### src/rtl/pirq_router_pkg.sv
package pirq_router_pkg;
  localparam int unsigned ROUTE_DIS_BIT = 7;
  localparam logic [7:0]  ROUTE_RST     = 8'h80;
  localparam int unsigned SEL_W         = 3;
  localparam int unsigned SCI_RST_LINE  = 9;

  typedef enum logic [SEL_W-1:0] {
    SEL_L9  = 3'd0,
    SEL_L10 = 3'd1,
    SEL_L11 = 3'd2,
    SEL_L20 = 3'd4,
    SEL_L21 = 3'd5
  } sci_sel_e;
endpackage

### src/rtl/pirq_route_regs.sv
module pirq_route_regs
  import pirq_router_pkg::*;
#(
  parameter int unsigned NUM_PIRQ = 8,
  parameter int unsigned IRQ_W    = 4,
  parameter int unsigned ADDR_W   = 4
) (
  input  logic                               clk_i,
  input  logic                               rst_ni,
  input  logic                               wr_en_i,
  input  logic [ADDR_W-1:0]                  wr_addr_i,
  input  logic [7:0]                         wr_data_i,
  output logic [NUM_PIRQ-1:0]                dis_o,
  output logic [NUM_PIRQ-1:0][IRQ_W-1:0]     irq_o
);

  logic unused_data;
  assign unused_data = ^wr_data_i[ROUTE_DIS_BIT-1:IRQ_W];

  for (genvar p = 0; p < NUM_PIRQ; p++) begin : g_route
    always_ff @(posedge clk_i or negedge rst_ni) begin
      if (!rst_ni) begin
        dis_o[p] <= ROUTE_RST[ROUTE_DIS_BIT];
        irq_o[p] <= ROUTE_RST[IRQ_W-1:0];
      end else if (wr_en_i && wr_addr_i == ADDR_W'(p)) begin
        dis_o[p] <= wr_data_i[ROUTE_DIS_BIT];
        irq_o[p] <= wr_data_i[IRQ_W-1:0];
      end
    end
  end

  logic route_wr;
  assign route_wr = wr_en_i && (wr_addr_i < ADDR_W'(NUM_PIRQ));

  AST_ROUTE_HOLD: assert property (@(posedge clk_i) disable iff (!rst_ni)
    !route_wr |=> ($stable(dis_o) && $stable(irq_o)));

endmodule

### src/rtl/pirq_legacy_or.sv
module pirq_legacy_or #(
  parameter int unsigned NUM_PIRQ   = 8,
  parameter int unsigned NUM_LEGACY = 16,
  parameter int unsigned IRQ_W      = 4
) (
  input  logic [NUM_PIRQ-1:0]            pirq_i,
  input  logic [NUM_PIRQ-1:0]            dis_i,
  input  logic [NUM_PIRQ-1:0][IRQ_W-1:0] irq_i,
  output logic [NUM_LEGACY-1:0]          legacy_o
);

  for (genvar l = 0; l < NUM_LEGACY; l++) begin : g_line
    logic hit;
    always_comb begin
      hit = 1'b0;
      for (int p = 0; p < NUM_PIRQ; p++) begin
        hit = hit | (pirq_i[p] & ~dis_i[p] & (irq_i[p] == IRQ_W'(l)));
      end
    end
    assign legacy_o[l] = hit;
  end

endmodule

### src/rtl/pirq_sci_ctrl.sv
module pirq_sci_ctrl
  import pirq_router_pkg::*;
#(
  parameter int unsigned LINE_W   = 5,
  parameter int unsigned ADDR_W   = 4,
  parameter int unsigned SCI_ADDR = 8
) (
  input  logic              clk_i,
  input  logic              rst_ni,
  input  logic              wr_en_i,
  input  logic [ADDR_W-1:0] wr_addr_i,
  input  logic [SEL_W-1:0]  wr_sel_i,
  input  logic              sci_i,
  output logic [LINE_W-1:0] line_o,
  output logic              drive_o
);

  logic              dec_ok;
  logic [LINE_W-1:0] dec_line;
  logic              sel_wr, upd;
  logic              lvl_q, gap_q;

  always_comb begin
    dec_ok   = 1'b1;
    dec_line = line_o;
    case (wr_sel_i)
      SEL_L9:  dec_line = LINE_W'(9);
      SEL_L10: dec_line = LINE_W'(10);
      SEL_L11: dec_line = LINE_W'(11);
      SEL_L20: dec_line = LINE_W'(20);
      SEL_L21: dec_line = LINE_W'(21);
      default: dec_ok   = 1'b0;
    endcase
  end

  assign sel_wr = wr_en_i && (wr_addr_i == ADDR_W'(SCI_ADDR));
  assign upd    = sel_wr && dec_ok;

  always_ff @(posedge clk_i or negedge rst_ni) begin
    if (!rst_ni) begin
      line_o <= LINE_W'(SCI_RST_LINE);
      lvl_q  <= 1'b0;
      gap_q  <= 1'b0;
    end else begin
      lvl_q <= sci_i;
      // old line drops for one cycle before the new one rises
      gap_q <= upd && lvl_q && (dec_line != line_o);
      if (upd) line_o <= dec_line;
    end
  end

  assign drive_o = lvl_q & ~gap_q;

  AST_SCI_GAP: assert property (@(posedge clk_i) disable iff (!rst_ni)
    (line_o != $past(line_o) && $past(lvl_q)) |-> !drive_o);

  AST_SCI_LEGAL: assert property (@(posedge clk_i) disable iff (!rst_ni)
    (line_o == LINE_W'(9) || line_o == LINE_W'(10) || line_o == LINE_W'(11) ||
     line_o == LINE_W'(20) || line_o == LINE_W'(21)));

  AST_SCI_RSVD: assert property (@(posedge clk_i) disable iff (!rst_ni)
    (sel_wr && !dec_ok) |=> $stable(line_o));

  AST_SCI_LAG: assert property (@(posedge clk_i) disable iff (!rst_ni)
    $rose(drive_o) |-> $past(sci_i));

endmodule

### src/rtl/pirq_router.sv
module pirq_router
  import pirq_router_pkg::*;
#(
  parameter int unsigned NUM_PIRQ   = 8,
  parameter int unsigned NUM_LEGACY = 16,
  localparam int unsigned NUM_GSI   = NUM_LEGACY + NUM_PIRQ,
  localparam int unsigned IRQ_W     = $clog2(NUM_LEGACY),
  localparam int unsigned LINE_W    = $clog2(NUM_GSI),
  localparam int unsigned SCI_ADDR  = NUM_PIRQ,
  localparam int unsigned ADDR_W    = $clog2(NUM_PIRQ + 1)
) (
  input  logic               clk_i,
  input  logic               rst_ni,
  input  logic               wr_en_i,
  input  logic [ADDR_W-1:0]  wr_addr_i,
  input  logic [7:0]         wr_data_i,
  input  logic [NUM_PIRQ-1:0] pirq_i,
  input  logic               sci_i,
  output logic [NUM_GSI-1:0] gsi_o
);

  logic [NUM_PIRQ-1:0]            dis;
  logic [NUM_PIRQ-1:0][IRQ_W-1:0] irq;
  logic [NUM_LEGACY-1:0]          legacy;
  logic [LINE_W-1:0]              sci_line;
  logic                           sci_drive;

  pirq_route_regs #(
    .NUM_PIRQ (NUM_PIRQ),
    .IRQ_W    (IRQ_W),
    .ADDR_W   (ADDR_W)
  ) i_regs (
    .clk_i     (clk_i),
    .rst_ni    (rst_ni),
    .wr_en_i   (wr_en_i),
    .wr_addr_i (wr_addr_i),
    .wr_data_i (wr_data_i),
    .dis_o     (dis),
    .irq_o     (irq)
  );

  pirq_legacy_or #(
    .NUM_PIRQ   (NUM_PIRQ),
    .NUM_LEGACY (NUM_LEGACY),
    .IRQ_W      (IRQ_W)
  ) i_legacy (
    .pirq_i   (pirq_i),
    .dis_i    (dis),
    .irq_i    (irq),
    .legacy_o (legacy)
  );

  pirq_sci_ctrl #(
    .LINE_W   (LINE_W),
    .ADDR_W   (ADDR_W),
    .SCI_ADDR (SCI_ADDR)
  ) i_sci (
    .clk_i     (clk_i),
    .rst_ni    (rst_ni),
    .wr_en_i   (wr_en_i),
    .wr_addr_i (wr_addr_i),
    .wr_sel_i  (wr_data_i[SEL_W-1:0]),
    .sci_i     (sci_i),
    .line_o    (sci_line),
    .drive_o   (sci_drive)
  );

  logic [NUM_GSI-1:0] base;
  assign base = {pirq_i, legacy};

  for (genvar g = 0; g < NUM_GSI; g++) begin : g_gsi
    assign gsi_o[g] = base[g] | (sci_drive & (sci_line == LINE_W'(g)));
  end

  AST_QUIET: assert property (@(posedge clk_i) disable iff (!rst_ni)
    (pirq_i == '0 && !sci_drive) |-> (gsi_o == '0));

endmodule

### config.mk
export PLATFORM = sky130hd
export DESIGN_NAME = pirq_router
export DESIGN_NICKNAME = d
export VERILOG_FILES = /design/src/rtl/pirq_router_pkg.sv /design/src/rtl/pirq_route_regs.sv /design/src/rtl/pirq_legacy_or.sv /design/src/rtl/pirq_sci_ctrl.sv /design/src/rtl/pirq_router.sv
export SDC_FILE = /design/constraint.sdc
export NUM_CORES = 1
export LEC_CHECK = 0
export ABC_AREA = 1
export CORE_MARGIN = 2
export CORE_UTILIZATION = 25
export DETAILED_ROUTE_END_ITERATION = 6
export DONT_BUFFER_PORTS = 1
export PLACE_DENSITY = 0.45
export SLEW_MARGIN = 20
export SYNTH_ARGS = -nofsm -noshare
export SYNTH_HDL_FRONTEND = slang
export SYNTH_SLANG_ARGS = --single-unit
### constraint.sdc
create_clock -name clk_i -period 1.3 [get_ports clk_i]
set_input_delay 0 -clock clk_i [delete_from_list [all_inputs] [get_ports clk_i]]
set_output_delay 0 -clock clk_i [all_outputs]
set_load 0.05 [all_outputs]
==> results of run 1 <==
-- through the flow --
| stage | TNS, ns | cell area (sq um) |
|---|---|---|
| 2_1_floorplan | -1.39 | 3880 |
| 3_3_place_gp | -4.09 | 4730 |
| 3_5_place_dp | -4.84 | 4730 |
| 4_1_cts | -7.33 | 5410 |
| 5_1_grt | -8.71 | 5870 |
| 6_report | -7.34 | 5870 |
-- state kept, by name, summed over array words and instances, names as in the netlist --
register	cells
i_regs.dis_o	8
i_regs.irq_o	32
i_sci.gap_q	1
i_sci.line_o	5
i_sci.lvl_q	1
-- placed cells by master, fill, tap and decap left out, types with 10 or more instances in the layout --
| cell type | n |
|---|---|
| inv_1 | 74 |
| buf_4 | 36 |
| inv_2 | 18 |
| nand2_1 | 141 |
| nand2_4 | 11 |
| buf_12 | 13 |
| dfstp_2 | 10 |
| nor2_4 | 25 |
| buf_6 | 23 |
| o21ai_0 | 44 |
| nand2_2 | 38 |
| dfrtp_1 | 31 |
| nand3_2 | 36 |
| nor2_2 | 34 |
| nand3_1 | 66 |
| nor2_1 | 37 |
-- metal layers --
layer	global-route usage	routed length (um)
met3	0.0221	705
met4	0.0388	151
met2	0.287	6720
met5	0	0
met1	0.257	6950
-- repair_timing --
action	in CTS	in global routing
hold endpoints to repair	55	0
hold buffers	7	0
setup buffers	4	4
gates cloned	1	1
endpoints found under the setup margin	24	27
gates resized for setup	122	129
pin swaps	36	53
-- critical path, cell delays in order, from the launching register on --
cell and delay, ns:
dfstp_2 0.59, nand2_1 0.12, buf_4 0.18, o31ai_4 0.28, buf_6 0.20
-- layout make-up --
class / count / area, sq um
fillers: 1555 / 8670
multi-input cells: 480 / 3020
flip-flops and latches: 47 / 1200
repair buffers: 79 / 877
inverters: 99 / 392
well taps: 184 / 230
clock buffers: 5 / 125
clock inverters: 3 / 23.8
-- report_power, final --
group	leakage [nW]	internal (mW)	switching, mW
Clock	0.0664	0.720	0.594
Sequential	0.564	1.82	0.433
Combinational	2.20	1.63	2.68
-- logic make-up (layout without fill, tap and decap cells) --
group	Yosys count	in the layout	share of synthesized area
AND/OR/NAND/NOR	414	415	0.478
buffers and inverters	106	186	0.110
flip-flops	47	47	0.319
AO/OA/AOI/OAI	65	65	0.0934
-- final timing paths --
| path | start | to | slack (ns) | cells past startpoint |
|---|---|---|---|---|
| max | i_sci.line_o[0] | gsi_o[23] | -0.35 | 4 |
| min | wr_addr_i[0] | i_regs.dis_o[0] | -0.005 | 3 |
| max reg2reg | i_sci.line_o[0] | i_sci.gap_q | 0 | 9 |
| min reg2reg | i_regs.dis_o[4] | i_regs.dis_o[4] | 0.49 | 2 |
| max in group asynchronous | rst_ni | i_regs.dis_o[0] | 0.80 | 2 |
| min in group asynchronous | rst_ni | i_regs.irq_o[26] | 0.21 | 2 |
==> results.tsv, run 1 <==
metric	value	unit
status	complete, but fails checks	
failing checks	hold timing, setup timing	
static leakage	2.83	nW
Total GRT Usage	0.178	
cell taking the most area after synthesis	dfrtp_1	
Post-Route WL	14.5	mm
Hold Path Class	in -> reg	
Initial DRC Count	314	
DRC viols	0	
Area contributors post-synth	dfrtp_1 25%, nand2_1 18%, nand3_1 15%	
Hold Violations, Final	1	
routability cong.	0.885	
router iterations before antenna repair	6	
min Tclk post-route	1.65	ns
post-DR wirelength/cell	16.2	um
Critical Path AT	1.65	ns
Worst-Skew Late Latency	0.29	ns
CP Class	reg -> out	
port bufs	0	
largest net degree at the start of global routing	48	
Peak Freq	605	MHz
Top FF cell, synth	dfrtp_1	
vias in the first global route	4113	
Synth top area share	0.248	
cell area after synthesis	3730	sq um
Max H-tree Level	2	
Vias/cell	4.76	
Hold WS	-0.00547	ns
dpl hpwl	11.3	mm
area grow syn2layout	57.5	%
Max-Cap Viols	0	
initial antenna violation count	0	
Syn Inst Count	632	
CTS Buf Count	5	
setup repair after global routing missed its margin	yes	
Initial Utilization	0.256	
share of cells above drive strength 1	0.417	
maximum VDD drop	0.754	mV
Slew headroom	0.732	
Commonest cells post-synth	182 x nand2_1, 109 x nand3_1, 97 x inv_1	
die height	126	um
syn_area_per_cell	5.90	sq um
Reg clk slew, reported paths	0.07	ns
Cell Pwr Density	1340	nW/um^2
Yosys warning total	0	
post-route ant nets	0	
skew final	0.000762	ns
Post-synth EDFFs	0	
sequential area share after synthesis	0.319	
Final Core Density	0.404	
Final Total Pwr	7.88	mW
Slew @ Worst Pin	0.402	ns
Worst Path Required	1.30	ns
io pins	48	
Inserted Diodes	0	
Tcrit/Tclk final	1.27	
first-pass GRT wire length	22.3	mm
setup slack after layout	-0.353	ns
total core area	14500	sq um
clk buf depth	2	
Via Count	4274	
Cell Count, Final, Fillers Out	897	
most frequent cell after synthesis	nand2_1	
CTS tree	built	
GRT overflow	0	
Layout Nets	736	
crit-path max FO	4	
Synth Register Bits	47	
CP endpoint kind	primary output	
launching element type of the critical path	flip-flop	
Setup Viol. Count Final	25	
Post-synth ARST share	1.00	
post-placement setup slack	-0.360	ns
Syn Nets	656	
total clock sinks	47	
Cells after DPL	875	
post-synth cell types	23	
die width	126	um
root buffer cell	clkbuf_16	
FP Rows	44	
Final Max Slew Viols	0	
die area	15900	sq um
(Power assumes the default switching activity.)
==> run 2: changes to the inputs <==
--- a/config.mk
+++ b/config.mk
@@ -11,7 +11,9 @@
 export DETAILED_ROUTE_END_ITERATION = 6
 export DONT_BUFFER_PORTS = 1
 export PLACE_DENSITY = 0.45
+export REMOVE_ABC_BUFFERS = 1
 export SLEW_MARGIN = 20
 export SYNTH_ARGS = -nofsm -noshare
 export SYNTH_HDL_FRONTEND = slang
 export SYNTH_SLANG_ARGS = --single-unit
+export TNS_END_PERCENT = 5
==> run 2 against run 1 <==
  * The run ends with setup timing left
  * Routed wire length is 2.4% higher
  * Global-route usage is 1.2 points higher
  * Worst hold slack better by 0.0098 ns
  * Critical path depth is 2 higher
  * Clock-buffer cell count stayed put
  * Total power is 2.6% higher
  * Cell area is 3.2% lower
  * Largest cell class unchanged
  * Largest power group unchanged
  * Highest routed layer unchanged
==> results.tsv, run 2 (synthesis gave the netlist of run 1 again) <==
metric	value	unit	change
status	complete, but fails checks		unchanged
failing checks	setup timing		was hold timing, setup timing
Slew @ Worst Pin	0.420	ns	was 0.402 ns
largest net degree at the start of global routing	48		unchanged
Layout Nets	749		was 736
DRC viols	0		unchanged
Final Total Pwr	8.08	mW	was 7.88 mW
hold wc startpoint	wr_addr_i[1]		was wr_addr_i[0]
post-route ant nets	0		unchanged
io pins	48		unchanged
die area	15900	sq um	unchanged
Worst Hold End	i_regs.dis_o[5]		was i_regs.dis_o[0]
Critical Path AT	1.67	ns	was 1.65 ns
met3 routed wirelength	801	um	was 705 um
commonest non-fill, non-tap cell in the layout	nand2_1		unchanged
CP Class	reg -> out		unchanged
share of cells above drive strength 1	0.365		was 0.417
FP Rows	44		unchanged
Worst-Skew Late Latency	0.31	ns	was 0.29 ns
routability cong.	1.02		was 0.885
Setup Viol. Count Final	25		unchanged
Vias/cell	4.79		was 4.76
Peak Freq	598	MHz	was 605 MHz
Slew headroom	0.720		was 0.732
uppermost layer routed	met4		unchanged
initial antenna violation count	0		unchanged
Initial DRC Count	256		was 314
GRT overflow	0		unchanged
Post-Route WL	14.9	mm	was 14.5 mm
RR Endpoint	i_sci.gap_q		unchanged
skew final	0.000245	ns	was 0.000762 ns
R2R setup slack	-0.03	ns	was 0 ns
CTS tree	built		unchanged
CP endpoint kind	primary output		unchanged
root buffer cell	clkbuf_16		unchanged
Via Count	4363		was 4274
port bufs	0		unchanged
min Tclk post-route	1.67	ns	was 1.65 ns
Final Core Density	0.391		was 0.404
Max H-tree Level	2		unchanged
max reg flops	32		unchanged
Initial Utilization	0.256		unchanged
WL met2	7.12	mm	was 6.72 mm
maximum VDD drop	0.716	mV	was 0.754 mV
Reg clk slew, reported paths	0.07	ns	about the same
CTS Buf Count	5		unchanged
dpl cell area	4700	sq um	was 4730 sq um
die height	126	um	unchanged
dpl hpwl	11.9	mm	was 11.3 mm
Hold Path Class	in -> reg		unchanged
worst setup path start	i_regs.dis_o[2]		was i_sci.line_o[0]
Inserted Diodes	0		unchanged
biggest regs	i_regs.irq_o: 32 flops, i_regs.dis_o: 8 flops, i_sci.line_o: 5 flops		unchanged
setup repair after global routing missed its margin	yes		unchanged
Total GRT Usage	0.190		was 0.178
setup TNS	-8.02	ns	was -7.34 ns
FF-to-FF Start	i_sci.line_o[0]		unchanged
router iterations before antenna repair	7		was 6
worst reg2reg path depth	8		was 9
static leakage	2.85	nW	was 2.83 nW
Worst Path Required	1.30	ns	about the same
area grow syn2layout	52.5	%	was 57.5%
Final Max Slew Viols	0		unchanged
Tcrit/Tclk final	1.29		was 1.27
Most flops, register	i_regs.irq_o		unchanged
Hold Violations, Final	0		was 1
commonest cells after routing, fill and taps aside	148 x nand2_1, 83 x nand3_1, 77 x inv_1		was 141 x nand2_1, 74 x inv_1, 66 x nand3_1
launching element type of the critical path	flip-flop		unchanged
first-pass GRT wire length	23.4	mm	was 22.3 mm
post-DR wirelength/cell	16.3	um	was 16.2 um
Max-Cap Viols	0		unchanged
clk buf depth	2		unchanged
setup slack after layout	-0.371	ns	was -0.353 ns
Metal-1 WL	6.62	mm	was 6.95 mm
hold-critical path depth	3		unchanged
vias in the first global route	4264		was 4113
crit-path max FO	8		was 4
final instance area	5680	sq um	was 5870 sq um
total core area	14500	sq um	unchanged
total clock sinks	47		unchanged
Cell Pwr Density	1420	nW/um^2	was 1340 nW/um^2
die width	126	um	unchanged
-- run 2: worst max path at each step --
stage	slack, ns	endpoint
after floorplan	-0.57	gsi_o[23]
after global placement	-0.36	gsi_o[3]
after CTS	-0.40	gsi_o[14]
after detailed placement	-0.36	gsi_o[4]
after global routing	-0.43	gsi_o[17]
final	-0.37	gsi_o[15]
-- run 2: through the flow --
step	instances	setup WS [ns]	hold slack, ns
detailed placement	888	-0.355	-0.291
global placement	888	-0.364	-0.290
CTS	907	-0.403	0.00384
floorplan	625	-0.574	-0.296
global route	910	-0.426	0.0269
finish	910	-0.371	0.00435
-- run 2: timing repair --
item | in CTS | in global routing
endpoints found under the setup margin | 24 | 27
setup buffers | 3 | 3
hold endpoints to repair | 59 | 0
hold buffers | 9 | 0
resized for setup | 126 | 70
pin swaps | 40 | 26
-- run 2: power breakdown --
| group | total, mW | switching (mW) | internal, mW | leakage (nW) |
|---|---|---|---|---|
| logic | 4.34 | 2.62 | 1.72 | 2.20 |
| registers | 2.19 | 0.373 | 1.81 | 0.569 |
| clock network | 1.56 | 0.636 | 0.919 | 0.0844 |
-- run 2: cell type report --
type / count / area [sq um]
clock buffer: 5 / 125
clock inverter: 3 / 47.5
fill: 1571 / 8850
inverter: 99 / 390
multi-input combinational: 479 / 2710
sequential: 47 / 1190
tap: 184 / 230
timing repair buffer: 93 / 987
-- run 2: layer usage --
layer	vias to the layer above	global-route usage
met5	-	0
met4	0	0.0556
met3	17	0.0336
met2	111	0.322
met1	2032	0.249
li1	2203	-
-- run 2: critical path, stage by stage (launching register included) --
cell	delay, ns
dfstp_2	0.38
nor2_4	0.17
clkinvlp_4	0.24
nor3_1	0.24
nor2_2	0.10
nand3_2	0.09
buf_12	0.14
==> run 3: changes to the inputs <==
--- a/config.mk
+++ b/config.mk
@@ -8,6 +8,7 @@
 export ABC_AREA = 1
 export CORE_MARGIN = 2
 export CORE_UTILIZATION = 25
+export CTS_BUF_LIST = sky130_fd_sc_hd__clkbuf_4 sky130_fd_sc_hd__clkbuf_8
 export DETAILED_ROUTE_END_ITERATION = 6
 export DONT_BUFFER_PORTS = 1
 export PLACE_DENSITY = 0.45
==> run 3 against run 2 <==
  * The flow still finishes with violations (setup timing)
  * Routed wire length up 0.43%
  * Register-to-register slack about the same
  * Utilization down 0.78 points
  * Fmax down 2.5%
  * Non-clock buffer count grew 1
  * Flip-flop and latch count is the same
  * Sequential power about the same
  * Sequential share of layout area rose by 0.43 points
  * Critical path type unchanged
  * Critical endpoint is now gsi_o[1]
==> results.tsv, run 3 (synthesis gave the netlist of run 1 again) <==
metric	value	unit	change
biggest regs	i_regs.irq_o: 32 flops, i_regs.dis_o: 8 flops, i_sci.line_o: 5 flops		unchanged
first-pass GRT wire length	23.4	mm	unchanged
static leakage	2.81	nW	was 2.85 nW
Layout Nets	750		was 749
CP Class	reg -> out		unchanged
Peak Freq	583	MHz	was 598 MHz
Worst-Skew Late Latency	0.34	ns	was 0.31 ns
Post-Route WL	14.9	mm	about the same
CP top delay family	flip-flops		was simple AND/OR/NAND/NOR gates
Max H-tree Level	2		unchanged
FILL cells	1590		was 1571
router iterations before antenna repair	5		was 7
CP Cell Sequence	buf_6, nand2_4, inv_4, nand3_2, nand2_2, nor2_2, nand3_2, buf_12		was nor2_4, clkinvlp_4, nor3_1, nor2_2, nand3_2, buf_12
Most flops, register	i_regs.irq_o		unchanged
vias in the first global route	4270		was 4264
die width	126	um	unchanged
setup TNS	-8.91	ns	was -8.02 ns
Int Pwr	4.07	mW	was 4.45 mW
Tcrit/Tclk final	1.32		was 1.29
port bufs	0		unchanged
Worst Path Required	1.30	ns	about the same
failing checks	setup timing		unchanged
area grow syn2layout	49.4	%	was 52.5%
FP Rows	44		unchanged
status	complete, but fails checks		unchanged
Critical Path AT	1.71	ns	was 1.67 ns
launching element type of the critical path	flip-flop		unchanged
Critical-path top delay cell	dfstp_2		unchanged
DRC viols	0		unchanged
initial antenna violation count	0		unchanged
Final Total Pwr	7.62	mW	was 8.08 mW
post-route ant nets	0		unchanged
Max-Cap Viols	0		unchanged
share of cells above drive strength 1	0.344		was 0.365
max reg flops	32		unchanged
Cell Pwr Density	1370	nW/um^2	was 1420 nW/um^2
die area	15900	sq um	unchanged
Hold Violations, Final	0		unchanged
most numerous cell on the critical path	nand3_2		
sequential share of power	0.287		was 0.271
Critical Path Max Stage Delay	0.64	ns	was 0.38 ns
CP endpoint kind	primary output		unchanged
setup slack after layout	-0.415	ns	was -0.371 ns
clk buf depth	2		unchanged
Slew headroom	0.701		was 0.720
Total GRT Usage	0.190		about the same
maximum VDD drop	0.654	mV	was 0.716 mV
dpl cell area	4700	sq um	unchanged
Vias/cell	4.80		was 4.79
Switching Share	0.466		was 0.449
root buffer cell	clkbuf_8		was clkbuf_16
commonest cells after routing, fill and taps aside	150 x nand2_1, 82 x nand3_1, 80 x inv_1		was 148 x nand2_1, 83 x nand3_1, 77 x inv_1
Via Count	4371		was 4363
largest net degree at the start of global routing	48		unchanged
Slew @ Worst Pin	0.448	ns	was 0.420 ns
Hold WS	0.0155	ns	was 0.00435 ns
power share of the combinational group	0.557		was 0.537
total clock sinks	47		unchanged
Clock power frac	0.156		was 0.192
Hold Path Class	in -> reg		unchanged
io pins	48		unchanged
CTS Buf Count	5		unchanged
Setup Viol. Count Final	25		unchanged
Initial Utilization	0.256		unchanged
GRT overflow	0		unchanged
commonest non-fill, non-tap cell in the layout	nand2_1		unchanged
skew final	0.000604	ns	was 0.000245 ns
switching power	3.55	mW	was 3.63 mW
Initial DRC Count	242		was 256
die height	126	um	unchanged
setup repair after global routing missed its margin	yes		unchanged
min Tclk post-route	1.71	ns	was 1.67 ns
Reg clk slew, reported paths	0.11	ns	was 0.07 ns
Inserted Diodes	0		unchanged
Final Max Slew Viols	0		unchanged
dpl hpwl	11.9	mm	unchanged
routability cong.	1.02		unchanged
post-DR wirelength/cell	16.4	um	was 16.3 um
total core area	14500	sq um	unchanged
CTS tree	built		unchanged
Final Core Density	0.383		was 0.391
crit-path max FO	5		was 8
CP Buf/Inv Count	3		was 2
final instance area	5570	sq um	was 5680 sq um
==> run 3: worst register-to-register path, stage by stage (launching register included) <==
cell and delay, ns:
dfstp_2 0.64, inv_2 0.08, buf_4 0.13, buf_4 0.13
nand4_1 0.09, nand2_1 0.07, nand3_1 0.07, nand2_1 0.05
inv_1 0.04
==> run 3: cell type report <==
type | count | area, sq um | share of cell area
repair buffers | 94 | 998 | 0.179
clock inverters | 3 | 47.5 | 0.00854
clock buffers | 5 | 68.8 | 0.0124
inverters | 99 | 384 | 0.0690
multi-input cells | 479 | 2650 | 0.475
well taps | 184 | 230 | 0.0414
flip-flops and latches | 47 | 1190 | 0.214
==> run 3: path summary, 6_finish.rpt <==
check / slack [ns] / to / from / depth (start not counted)
worst max register to register: -0.04 / i_sci.gap_q / i_sci.line_o[0] / 8
worst max-delay path: -0.41 / gsi_o[1] / i_sci.line_o[0] / 8
worst min-delay path: 0.02 / i_sci.line_o[0] / wr_addr_i[2] / 5
worst min register to register: 0.50 / i_regs.dis_o[6] / i_regs.dis_o[6] / 2
min in group asynchronous: 0.22 / i_regs.irq_o[3] / rst_ni / 2
max in group asynchronous: 0.80 / i_regs.dis_o[4] / rst_ni / 2
==> run 3: what timing repair did <==
action / in CTS / in global routing
setup endpoints to repair: 24 / 25
endpoints found under the hold margin: 81 / 0
hold buffers: 12 / 0
gates resized for setup: 122 / 52
pin swaps: 40 / 19
buffers inserted: 3 / 1
gates cloned: 0 / 0
==> run 3: layer usage <==
layer,vias to the layer above,track usage,routed length (um)
met1,2040,0.249,6820
met3,17,0.0331,704
met4,0,0.0498,276
met5,-,0,0
li1,2200,-,-
met2,114,0.325,7140
==> run 3: power groups by stage <==
stage / Clock [mW] / Sequential [mW] / Combinational [mW]
3_3_place_gp: 0 / 2.14 / 3.58
5_1_grt: 1.28 / 2.24 / 4.57
4_1_cts: 1.24 / 2.17 / 4.08
3_5_place_dp: 0 / 2.15 / 3.58
6_report: 1.19 / 2.18 / 4.25
2_1_floorplan: 0 / 2.08 / 1.95
==> run 3: per-stage QoR <==
stage | setup WS, ns | cells
2_1_floorplan | -0.574 | 625
3_3_place_gp | -0.364 | 888
3_5_place_dp | -0.355 | 888
4_1_cts | -0.455 | 910
5_1_grt | -0.477 | 911
6_report | -0.415 | 911
